[config.mk]
export PLATFORM = sky130hd
export DESIGN_NAME = glyph_rom_port
export DESIGN_NICKNAME = d
export VERILOG_FILES = /design/src/rtl/glyph_port_pkg.sv /design/src/rtl/glyph_port_decode.sv /design/src/rtl/glyph_index_latch.sv /design/src/rtl/glyph_rd_stage.sv /design/src/rtl/glyph_rom_port.sv
export SDC_FILE = /design/constraint.sdc
export NUM_CORES = 1
export LEC_CHECK = 0
export BUFFER_PORTS_ARGS = -buffer_cell sky130_fd_sc_hd__buf_2
export CAP_MARGIN = 5
export CORE_ASPECT_RATIO = 1.4
export CORE_MARGIN = 2
export CORE_UTILIZATION = 54
export DETAILED_ROUTE_END_ITERATION = 16
export PLACE_DENSITY_LB_ADDON = 0.08
export SYNTH_ARGS = -nofsm -noshare
export SYNTH_HDL_FRONTEND = slang
export SYNTH_HIERARCHICAL = 1
export SYNTH_SLANG_ARGS = --single-unit
[constraint.sdc]
create_clock -name clk -period 1.4 [get_ports clk]
set_clock_uncertainty 0.2 [all_clocks]
set_input_delay 0.07 -clock clk [delete_from_list [all_inputs] [get_ports clk]]
set_output_delay 0.07 -clock clk [all_outputs]
set_load 0.05 [all_outputs]
[src/rtl/glyph_port_pkg.sv]
package glyph_port_pkg;

  localparam int OFS_W  = 6;
  localparam int BYTE_W = 8;

  localparam logic [OFS_W-1:0] OFS_IDX_HI     = 6'h20;
  localparam logic [OFS_W-1:0] OFS_IDX_LO     = 6'h21;
  localparam logic [OFS_W-1:0] OFS_L1_LEFT    = 6'h22;
  localparam logic [OFS_W-1:0] OFS_L1_RIGHT   = 6'h23;
  localparam logic [OFS_W-1:0] OFS_IDX_HI_ALT = 6'h2C;
  localparam logic [OFS_W-1:0] OFS_IDX_LO_ALT = 6'h2D;
  localparam logic [OFS_W-1:0] OFS_L2_LEFT    = 6'h2E;
  localparam logic [OFS_W-1:0] OFS_L2_RIGHT   = 6'h2F;

  localparam logic [BYTE_W-1:0] ABSENT_BYTE = 8'hFF;

  typedef enum logic [1:0] {
    RD_NONE = 2'd0,
    RD_LVL1 = 2'd1,
    RD_LVL2 = 2'd2
  } rd_level_e;

  typedef struct packed {
    logic      load_hi;
    logic      load_lo;
    rd_level_e rd_level;
    logic      rd_right;
  } port_cmd_t;

endpackage

[src/rtl/glyph_port_decode.sv]
module glyph_port_decode
  import glyph_port_pkg::*;
(
  input  logic             wr_i,
  input  logic             rd_i,
  input  logic [OFS_W-1:0] ofs_i,
  output port_cmd_t        cmd_o
);

  always_comb begin
    cmd_o          = '0;
    cmd_o.rd_level = RD_NONE;
    if (wr_i) begin
      cmd_o.load_hi = (ofs_i == OFS_IDX_HI) || (ofs_i == OFS_IDX_HI_ALT);
      cmd_o.load_lo = (ofs_i == OFS_IDX_LO) || (ofs_i == OFS_IDX_LO_ALT);
    end
    if (rd_i) begin
      unique case (ofs_i)
        OFS_L1_LEFT:  begin cmd_o.rd_level = RD_LVL1; cmd_o.rd_right = 1'b0; end
        OFS_L1_RIGHT: begin cmd_o.rd_level = RD_LVL1; cmd_o.rd_right = 1'b1; end
        OFS_L2_LEFT:  begin cmd_o.rd_level = RD_LVL2; cmd_o.rd_right = 1'b0; end
        OFS_L2_RIGHT: begin cmd_o.rd_level = RD_LVL2; cmd_o.rd_right = 1'b1; end
        default:      begin cmd_o.rd_level = RD_NONE; cmd_o.rd_right = 1'b0; end
      endcase
    end
  end

endmodule

[src/rtl/glyph_index_latch.sv]
module glyph_index_latch #(
  parameter int IDX_W  = 16,
  parameter int BYTE_W = 8
) (
  input  logic              clk,
  input  logic              rst_n,
  input  logic              present_i,
  input  logic              load_hi_i,
  input  logic              load_lo_i,
  input  logic [BYTE_W-1:0] wdata_i,
  output logic [IDX_W-1:0]  idx_o
);

  localparam int LO_W = BYTE_W;
  localparam int HI_W = IDX_W - BYTE_W;

  logic [HI_W-1:0] hi_q, hi_d;
  logic [LO_W-1:0] lo_q, lo_d;
  logic            hi_en, lo_en;

  always_comb begin
    hi_en = present_i && load_hi_i;
    lo_en = present_i && load_lo_i;
    hi_d  = wdata_i[HI_W-1:0];
    lo_d  = wdata_i[LO_W-1:0];
  end

  always_ff @(posedge clk or negedge rst_n) begin
    if (!rst_n) begin
      hi_q <= '0;
      lo_q <= '0;
    end else begin
      if (hi_en) hi_q <= hi_d;
      if (lo_en) lo_q <= lo_d;
    end
  end

  assign idx_o = {hi_q, lo_q};

endmodule

[src/rtl/glyph_rd_stage.sv]
module glyph_rd_stage #(
  parameter int IDX_W  = 16,
  parameter int BYTE_W = 8
) (
  input  logic              clk,
  input  logic              rst_n,
  input  logic              req_i,
  input  logic              right_i,
  input  logic              present_i,
  input  logic [IDX_W-1:0]  idx_i,
  input  logic [BYTE_W-1:0] rom_data_i,
  output logic [IDX_W:0]    rom_addr_o,
  output logic              vld_o,
  output logic [BYTE_W-1:0] data_o
);

  import glyph_port_pkg::ABSENT_BYTE;

  logic [IDX_W:0]    addr_q, addr_d;
  logic              addr_en;
  logic              pend_q, pend_d;
  logic              pres_q, pres_d;
  logic              vld_q, vld_d;
  logic [BYTE_W-1:0] data_q, data_d;
  logic              data_en;

  always_comb begin
    addr_en = req_i && present_i;
    addr_d  = {idx_i, right_i};
    pend_d  = req_i;
    pres_d  = req_i && present_i;
    vld_d   = pend_q;
    data_en = pend_q;
    data_d  = pres_q ? rom_data_i : ABSENT_BYTE;
  end

  always_ff @(posedge clk or negedge rst_n) begin
    if (!rst_n) begin
      addr_q <= '0;
      pend_q <= 1'b0;
      pres_q <= 1'b0;
      vld_q  <= 1'b0;
      data_q <= '0;
    end else begin
      if (addr_en) addr_q <= addr_d;
      pend_q <= pend_d;
      pres_q <= pres_d;
      vld_q  <= vld_d;
      if (data_en) data_q <= data_d;
    end
  end

  assign rom_addr_o = addr_q;
  assign vld_o      = vld_q;
  assign data_o     = data_q;

endmodule

[src/rtl/glyph_rom_port.sv]
module glyph_rom_port
  import glyph_port_pkg::*;
#(
  parameter int IDX_W      = 16,
  parameter bit HAS_LEVEL2 = 1'b1
) (
  input  logic              clk,
  input  logic              rst_n,
  input  logic              bus_wr_i,
  input  logic              bus_rd_i,
  input  logic [5:0]        bus_ofs_i,
  input  logic [7:0]        bus_wdata_i,
  output logic              rd_valid_o,
  output logic [7:0]        rd_data_o,
  input  logic              rom1_present_i,
  output logic [IDX_W:0]    rom1_addr_o,
  input  logic [7:0]        rom1_data_i,
  input  logic              rom2_present_i,
  output logic [IDX_W:0]    rom2_addr_o,
  input  logic [7:0]        rom2_data_i
);

  localparam int NLVL = 2;

  port_cmd_t         cmd;
  logic              lvl_present [NLVL];
  logic [IDX_W-1:0]  lvl_idx     [NLVL];
  logic              lvl_req     [NLVL];
  logic [IDX_W:0]    lvl_addr    [NLVL];
  logic              lvl_vld     [NLVL];
  logic [BYTE_W-1:0] lvl_data    [NLVL];
  logic [BYTE_W-1:0] lvl_rom     [NLVL];

  glyph_port_decode u_decode (
    .wr_i  (bus_wr_i),
    .rd_i  (bus_rd_i),
    .ofs_i (bus_ofs_i),
    .cmd_o (cmd)
  );

  assign lvl_present[0] = rom1_present_i;
  assign lvl_rom[0]     = rom1_data_i;
  assign lvl_rom[1]     = rom2_data_i;

  generate
    if (HAS_LEVEL2) begin : g_l2_built
      assign lvl_present[1] = rom2_present_i;
    end else begin : g_l2_absent
      assign lvl_present[1] = 1'b0;
    end
  endgenerate

  assign lvl_req[0] = (cmd.rd_level == RD_LVL1);
  assign lvl_req[1] = (cmd.rd_level == RD_LVL2);

  for (genvar g = 0; g < NLVL; g++) begin : g_lvl
    glyph_index_latch #(
      .IDX_W  (IDX_W),
      .BYTE_W (BYTE_W)
    ) u_latch (
      .clk       (clk),
      .rst_n     (rst_n),
      .present_i (lvl_present[g]),
      .load_hi_i (cmd.load_hi),
      .load_lo_i (cmd.load_lo),
      .wdata_i   (bus_wdata_i),
      .idx_o     (lvl_idx[g])
    );

    glyph_rd_stage #(
      .IDX_W  (IDX_W),
      .BYTE_W (BYTE_W)
    ) u_stage (
      .clk        (clk),
      .rst_n      (rst_n),
      .req_i      (lvl_req[g]),
      .right_i    (cmd.rd_right),
      .present_i  (lvl_present[g]),
      .idx_i      (lvl_idx[g]),
      .rom_data_i (lvl_rom[g]),
      .rom_addr_o (lvl_addr[g]),
      .vld_o      (lvl_vld[g]),
      .data_o     (lvl_data[g])
    );
  end

  assign rom1_addr_o = lvl_addr[0];
  assign rom2_addr_o = lvl_addr[1];

  always_comb begin
    rd_valid_o = lvl_vld[0] || lvl_vld[1];
    rd_data_o  = lvl_vld[1] ? lvl_data[1] : lvl_data[0];
  end

endmodule

# After elaboration in Yosys (flattened, before gate mapping)
# Cells that the tools add are included.
[totals]
elab_cells = 39
ff_bits = 88
in_bits = 36
out_inout_bits = 43
[op_classes]
mux = 6
reduce_logical = 9
eq_ne = 10
[op_table]
columns = ["cell", "count"]
rows = [
  ["6-bit equality test (second input constant)", 8],
  ["8-bit two-way mux", 3],
  ["3-bit one-hot mux with 4 select lines", 1],
  ["1-bit logical AND", 6],
  ["1-bit logical OR", 3],
  ["3-bit two-way mux", 1],
  ["2-bit by 1-bit equality test with 1-bit output (second input constant)", 1],
  ["2-bit equality test (second input constant)", 1],
  ["2-bit two-way mux", 1],
]

# Logic depth before layout (Yosys ltp)
# Gate-level depths: netlist of run 1.
[logic_depth]
word_depth = 5
ltp_mapped = 6
depth_no_buf = 5

# Hierarchy
# The synthesis of run 1 kept the hierarchy.
[by_module_without_submodules]
columns = ["module", "cells_per_inst", "seq_area_each_um2", "area_per_inst_um2", "instances"]
rows = [
  ["glyph_rd_stage", 74, 700.7, 1083.5, 2],
  ["glyph_index_latch", 34, 400.4, 593.1, 2],
  ["glyph_rom_port", 12, 0.0, 150.1, 1],
  ["glyph_port_decode", 11, 0.0, 96.3, 1],
]

# Worst setup path after synthesis of run 1
# OpenSTA, ideal clock, no wires.
[synth_path]
kind = "input to register"
from = "input port bus_ofs_i[4]"
to = "register g_lvl[0].u_stage.addr_q[10]"
t_arrival_ns = 1.294
path_buffers = 1
stages = 6
setup_ns = 0.125
slack_ns = -0.219
required_ns = 1.075
path_cell_list = "and4b_1 nor3b_2 nor2b_1 nand2_4 buf_12 mux2_4"
[synth_rtl]
columns = ["element", "line_no", "rtl"]
rows = [
  ["start, declared", "glyph_rom_port.sv:11", "input logic [5:0] bus_ofs_i,"],
  ["end signal, assigned", "glyph_rd_stage.sv:45", "if (addr_en) addr_q <= addr_d;"],
  ["end, declared", "glyph_rd_stage.sv:19", "logic [IDX_W:0] addr_q, addr_d;"],
]

# Worst setup path in the final report of run 1
[layout_path]
from = "register g_lvl[1].u_stage.vld_q"
to = "output port rd_data_o[4]"
[layout_between]
elab_chain_cells = 1
[layout_lines]
columns = ["element", "line_no", "rtl"]
rows = [
  ["start, declared", "glyph_rd_stage.sv:23", "logic vld_q, vld_d;"],
  ["start signal, assigned", "glyph_rd_stage.sv:48", "vld_q <= vld_d;"],
  ["8-bit two-way mux", "glyph_rom_port.sv:92", "rd_data_o = lvl_vld[1] ? lvl_data[1] : lvl_data[0];"],
  ["end, declared", "glyph_rom_port.sv:14", "output logic [7:0] rd_data_o,"],
]
# No other way between the ends.

==> impl_metrics.yaml, run 1 <==
final_layout:
  final_area_mm2: 0.004838
  layout-drive-gt1-share: 0.5376
  final_nets: 403
  ff_latch_area_mm2: 0.002203
  num_antenna_cells: 0
  n_fill_cell: 429
  syn2layout_area_growth_pct: 34.41
  multi_input_area_mm2: 0.001338
detailed_routing:
  ant_nets: 0
  viasPerCell: 5.090
  wl_per_cell_um: 16.09
  wl_met1_um: 3033
  routed_wl_um: 7175
  drt_pre_antenna_iters: 4
  dr_wl_met2_um: 3779
  vias: 2270
  route.met3.wl_um: 276
  top_layer: "met4"
  drtIter0Drc: 120
  drc: 0
timing:
  hold_violations: 20
  slew_violations: 0
  fmax_ghz: 0.6093
  hold_ws_ps: -54.85
  worst_pin_slew_ps: 367.0
  min_period_ps: 1641
  setup_violations: 18
  rsz0062_at_grt: "true"
  setup_ws_ps: -241.1
  max-slew-margin-rel: 0.7545
  period_share: 1.172
logic_synthesis:
  ys_async_sr_fraction: 1.000
  synth-edff-count: 0
  synth.distinct_cells: 23
  ys_seq_area_frac: 0.6117
  syn_inst: 239
  ys_ff_latch: 88
  syn_avg_cell_area_um2: 15.06
  syn_nets: 275
  ys_warn_count: 6
  netlist_area_mm2: 0.003600
  synth-main-ff-cell: "dfrtp_1"
floorplan:
  pin_count: 79
  die_area_mm2: 0.007345
  die_w_um: 73.01
  rows: 35
  die_y_um: 100.6
  initial_utilization: 0.5517
  core_area_mm2: 0.006525
power:
  power_density_mw_per_mm2: 1099
  p_leak_nw: 2.565
  ir_drop_mv: 0.7853
  fin_total_pwr_mw: 5.318
flow_run:
  maxCapViolations: 0
min_path:
  hold_path.class: "input port to asynchronous set/reset pin"
setup_path:
  critPathKind: "register to primary output"
  cp.arrival_ps: 1370
  critPathRequiredTime_ps: 1130
  reg2reg_to: "g_lvl[1].u_stage/data_o[0]"
  worst_path_dominant_cell_family: "flip-flops"
  slowest_stage: "dfrtp_2"
  rr_startpoint: "g_lvl[1].u_stage/data_en"
  crit_chain: "buf_6 > mux2_4 > buf_6"
  crit_path_frequent_cell: "buf_6"
  startpoint_type: "register"
  r2r_setup_slack_ps: 280
  crit_fanout: 5
  slowest_delay_ps: 420
  reg2reg_depth: 3
  critPathCaptureType: "primary output"
  crit_buf_inv: 2
placed_design:
  finalWeightedCongestion: 0.7231
  place_hpwl_um: 4498
  dp_slack_ps: -373.2
  place_area_mm2: 0.004168
  port_buffers: 78
grt:
  grt_first_pass_wirelength_um: 10780
  grt_overflow: 0
  grt_max_degree: 39
  grt_use_total: 0.1994
  first_global_vias: 2301
  antenna_found_initial: 0
cts:
  cts_buffer_depth: 2
  insertion_delay_ps: 350
  clock-sinks: 88
  path_clk_slew_ps: 90
  clockRootBuffer: "clkbuf_8"
  htreeDepth: 3
  cts_tree: "built"
  cts_buffers: 9
outcome:
  violations: "negative hold slack, negative setup slack"
  status: "finished, violations left"
## cell usage in the layout, fill, tap and decap left out, types with 2 or more instances in the layout
cell / n
a31oi_1: 14
buf_12: 4
buf_2: 67
buf_4: 10
buf_6: 13
clkbuf_8: 9
clkinv_4: 2
dfrtp_1: 87
dlygate4sd3_1: 28
inv_1: 17
mux2_2: 48
mux2_4: 26
nand2_1: 3
nand2_2: 4
nand2_8: 4
nand2b_1: 2
nor2_1: 14
nor2b_4: 2
nor4_2: 2
o22a_1: 2
## per-layer routing
metal / global-route usage / up-vias
li1: - / 1080
met1: 0.2388 / 1126
met2: 0.3375 / 54
met3: 0.04900 / 10
met4: 0.08547 / 0
met5: 0 / -
## cell usage after synthesis (2+ instances only)
library cell / instances / area share
dfrtp_1: 88 / 0.61
mux2_2: 48 / 0.15
mux2_4: 26 / 0.11
inv_1: 17 / 0.018
a31oi_1: 14 / 0.024
nor2_1: 14 / 0.015
nand2_2: 4 / 0.0070
nand2_1: 3 / 0.0031
buf_12: 2 / 0.011
buf_2: 2 / 0.0028
clkbuf_1: 2 / 0.0021
clkbuf_2: 2 / 0.0028
nand2_4: 2 / 0.0063
nand2b_1: 2 / 0.0035
nor2b_1: 2 / 0.0035
nor3b_2: 2 / 0.0070
nor4_2: 2 / 0.0070
o22a_1: 2 / 0.0049
## repair_timing
action	CTS	global route
gates resized for setup	24	10
setup buffers	2	2
endpoints found under the setup margin	9	44
gates cloned	0	2
hold endpoints to repair	138	22
hold buffers	27	2
pin swaps	1	1
## worst register-to-register path, delay by kind of cell (launching register included)
kind                   cells  cell delay [ps]
AO/OA/AOI/OAI              1               50
flip-flops                 1              440
AND/OR/NAND/NOR            1              120
buffers and inverters      1              170
## registers in the layout, indices dropped and copies added, names as in the netlist
| register | flops |
|---|---|
| g_lvl.u_stage/data_o | 16 |
| g_lvl.u_stage/data_en | 2 |
| g_lvl.u_stage/vld_o | 2 |
| g_lvl.u_stage/rom_addr_o | 34 |
| g_lvl.u_latch/hi_q | 16 |
| g_lvl.u_latch/lo_q | 16 |
| g_lvl.u_stage/pres_q | 2 |
## kinds of logic (layout without fill, tap and decap cells)
family,Yosys count,after routing,synth area share
flip-flops,88,88,0.6117
multiplexers,74,74,0.2586
AND/OR/NAND/NOR,34,36,0.05839
buffers and inverters,26,157,0.03963
AO/OA/AOI/OAI,16,16,0.02920
XOR/XNOR,1,1,0.002434
## worst max path at each step
stage	cells past startpoint	endpoint	slack (ps)	start
2_1_floorplan	6	g_lvl[1].u_stage/rom_addr_o[10]	-170	bus_ofs_i[4]
3_5_place_dp	6	g_lvl[0].u_stage/rom_addr_o[14]	-370	bus_ofs_i[4]
4_1_cts	3	rd_data_o[4]	-250	g_lvl[1].u_stage/vld_o
6_report	3	rd_data_o[4]	-240	g_lvl[1].u_stage/vld_o
5_1_grt	3	rd_data_o[4]	-270	g_lvl[1].u_stage/vld_o
3_3_place_gp	6	g_lvl[0].u_stage/rom_addr_o[11]	-340	bus_ofs_i[4]
## per-stage QoR
step	hold slack, ps	utilization	TNS (ps)	cells
4_1_cts	-53.08	0.7231	-2099	440
3_3_place_gp	-213.4	0.6387	-19260	395
6_report	-54.85	0.7415	-2059	446
3_5_place_dp	-209.5	0.6387	-20730	395
5_1_grt	-20.47	0.7415	-2913	446
2_1_floorplan	-425.6	-	-3127	239
## layout make-up
type                            instances  share of cell area
Multi-Input combinational cell        127              0.2764
Clock buffer                           10             0.02638
Inverter                               17             0.01319
Timing Repair Buffer                  124              0.1952
Sequential cell                        88              0.4554
Tap cell                               74             0.01914
Clock inverter                          6             0.01422
## report_power, final
group	leakage [nW]	internal (mW)	switching [mW]	total [mW]
Sequential	1.12	2.74	0.0993	2.84
Combinational	1.34	0.349	0.398	0.747
Clock	0.0968	0.835	0.899	1.73
Total	2.57	3.92	1.40	5.32
Note: power is estimated with default switching activity, not from simulation.
==> inputs of run 2 (changes only) <==
--- a/config.mk
+++ b/config.mk
@@ -5,14 +5,14 @@
 export SDC_FILE = /design/constraint.sdc
 export NUM_CORES = 1
 export LEC_CHECK = 0
-export BUFFER_PORTS_ARGS = -buffer_cell sky130_fd_sc_hd__buf_2
+export BUFFER_PORTS_ARGS = -buffer_cell sky130_fd_sc_hd__buf_4
 export CAP_MARGIN = 5
 export CORE_ASPECT_RATIO = 1.4
 export CORE_MARGIN = 2
-export CORE_UTILIZATION = 54
+export CORE_UTILIZATION = 55
+export CTS_BUF_LIST = sky130_fd_sc_hd__clkbuf_2 sky130_fd_sc_hd__clkbuf_4 sky130_fd_sc_hd__clkbuf_8
 export DETAILED_ROUTE_END_ITERATION = 16
 export PLACE_DENSITY_LB_ADDON = 0.08
 export SYNTH_ARGS = -nofsm -noshare
 export SYNTH_HDL_FRONTEND = slang
-export SYNTH_HIERARCHICAL = 1
 export SYNTH_SLANG_ARGS = --single-unit
==> run 2 against run 1 <==
  * The flow still finishes with violations (negative hold slack, negative setup slack)
  * First-iteration DRC count down 37%
  * Critical path depth did not move
  * Clock power shrank 7%
  * Largest cell class unchanged
  * Highest routed layer unchanged
==> impl_metrics.yaml, run 2 <==
outcome:
  status: "finished, violations left"
  violations: "negative hold slack, negative setup slack"
timing:
  max-slew-margin-rel: 0.7867
  tns_ps: -2351
  rsz0062_at_grt: "true"
  slew_violations: 0
  fmax_ghz: 0.5952
  hold_ws_ps: -41.65
  period_share: 1.200
  hold_violations: 19
  worst_pin_slew_ps: 320.0
  setup_violations: 9
  setup_ws_ps: -280.2
  min_period_ps: 1680
logic_synthesis:
  ys_async_sr_fraction: 1.000
  ys_ff_latch: 88
  netlist_area_mm2: 0.003505
  ys_seq_area_frac: 0.6283
  yosys-top-cells-count: "dfrtp_1, mux2_2, mux2_4"
  synth.most_common_cell: "dfrtp_1"
  synth-main-ff-cell: "dfrtp_1"
  syn_inst: 226
  ys_warn_count: 0
  synth.top_cell.area_share: 0.6283
  yosys.area.top_type: "dfrtp_1"
  synth-edff-count: 0
  synthTopCellsByArea: "dfrtp_1, mux2_2, mux2_4, a31oi_1, o22a_1"
  syn_avg_cell_area_um2: 15.51
  synth.distinct_cells: 23
  syn_nets: 262
placed_design:
  place_hpwl_um: 5035
  port_buffers: 78
  finalWeightedCongestion: 0.7578
  place_area_mm2: 0.004349
  dp_slack_ps: -144.4
cts:
  path_clk_slew_ps: 90
  insertion_delay_ps: 370
  cts_buffer_depth: 2
  cts_tree: "built"
  htreeDepth: 3
  clock-sinks: 88
  cts_buffers: 9
  clockRootBuffer: "clkbuf_8"
detailed_routing:
  ant_nets: 0
  vias: 2336
  drt_pre_antenna_iters: 4
  viasPerCell: 5.370
  drc: 0
  routed_wl_um: 8032
  drtIter0Drc: 76
  wl_per_cell_um: 18.46
floorplan:
  rows: 34
  die_y_um: 98.45
  pin_count: 79
  core_area_mm2: 0.006211
  initial_utilization: 0.5643
  die_w_um: 71.47
  die_area_mm2: 0.007036
final_layout:
  num_antenna_cells: 0
  ff_latch_area_mm2: 0.002203
  layout-drive-gt1-share: 0.5427
  mostFrequentLayoutCells: "dfrtp_1, buf_4, mux2_2"
  largest_reg_flops: 34
  n_fill_cell: 371
  final_area_mm2: 0.004942
  syn2layout_area_growth_pct: 41.02
  final_nets: 394
  mostFrequentLayoutCell: "dfrtp_1"
  multi_input_area_mm2: 0.001216
power:
  power_density_mw_per_mm2: 1093
  ir_drop_mv: 0.7138
  fin_total_pwr_mw: 5.402
  p_leak_nw: 2.482
grt:
  grt_use_total: 0.2427
  grt_first_pass_wirelength_um: 12810
  grt_max_degree: 35
  antenna_found_initial: 0
  first_global_vias: 2537
  grt_overflow: 0
flow_run:
  maxCapViolations: 0
setup_path:
  crit_fanout: 3
  critPathCaptureType: "primary output"
  critPathKind: "register to primary output"
  startpoint_type: "register"
  critPathRequiredTime_ps: 1130
  cp.arrival_ps: 1410
min_path:
  hold_path.class: "input port to asynchronous set/reset pin"
==> run 2: cell types whose count changed in the layout (fill, tap and decap cells not counted), sizes merged, moves of 3 or more <==
| cell | before | now |
|---|---|---|
| clkinv | 3 | 0 |
| buf | 95 | 98 |
| nand2 | 11 | 3 |
| a31oi | 14 | 10 |
| o22a | 2 | 6 |
| inv | 18 | 13 |
| dlygate4sd3 | 28 | 32 |
| nor2 | 14 | 11 |
| nand4b | 0 | 3 |
==> run 2: critical path, cell delays in order, from the launching register on <==
cell	delay, ps
dfrtp_2	410
buf_4	140
mux2_2	340
buf_6	150
==> run 2: worst paths after layout <==
path | from | cells after the start | endpoint | slack [ps]
worst max-delay path | g_lvl[1].u_stage.vld_o | 3 | rd_data_o[4] | -280
worst min-delay path | rst_n | 2 | g_lvl[0].u_stage.data_o[2] | -40
worst max register to register | g_lvl[1].u_stage.data_en | 2 | g_lvl[1].u_stage.data_o[3] | 220
worst min register to register | g_lvl[0].u_stage.data_en | 0 | g_lvl[0].u_stage.vld_o | 260
max in group asynchronous | rst_n | 3 | g_lvl[0].u_stage.data_o[7] | 40
min in group clk | rom2_present_i | 4 | g_lvl[1].u_latch.hi_q[2] | 40
==> run 2: cells by family after synthesis <==
logic type | share of synthesized area
flip-flops | 0.6283
multiplexers | 0.2549
AND/OR/NAND/NOR | 0.04927
buffers and inverters | 0.02999
AO/OA/AOI/OAI | 0.03285
XOR/XNOR | 0.004642
==> run 2: cell type report <==
class,instances,area share
Multi-Input combinational cell,118,0.2461
Tap cell,72,0.01823
Sequential cell,88,0.4458
Inverter,11,0.008354
Clock inverter,5,0.008101
Timing Repair Buffer,130,0.2453
Clock buffer,11,0.02810
==> run 2: metal layers <==
| layer | global-route usage | wire [um] | share of wire |
|---|---|---|---|
| met1 | 0.2729 | 3035 | 0.38 |
| met2 | 0.4316 | 4545 | 0.57 |
| met3 | 0.06442 | 281 | 0.035 |
| met4 | 0.09579 | 170 | 0.021 |
| met5 | 0 | 0 | 0 |
==> run 2: report_power, final <==
group          internal (mW)  leakage, nW  switching [mW]
sequential              2.77         1.13           0.130
combinational          0.460         1.26           0.434
clock                  0.697       0.0834           0.913
total                   3.93         2.48            1.48
==> run 2: timing repair <==
item,in CTS,in global routing
pin swaps,0,1
hold buffers,31,1
buffers inserted,3,0
endpoints found under the hold margin,141,5
setup endpoints to repair,9,9
gates resized for setup,13,8
==> run 2: metrics by stage <==
stage | instances | util
floorplan | 226 | -
CTS | 434 | 0.7893
detailed placement | 384 | 0.7002
finish | 435 | 0.7957
global route | 435 | 0.7957
global placement | 384 | 0.7002
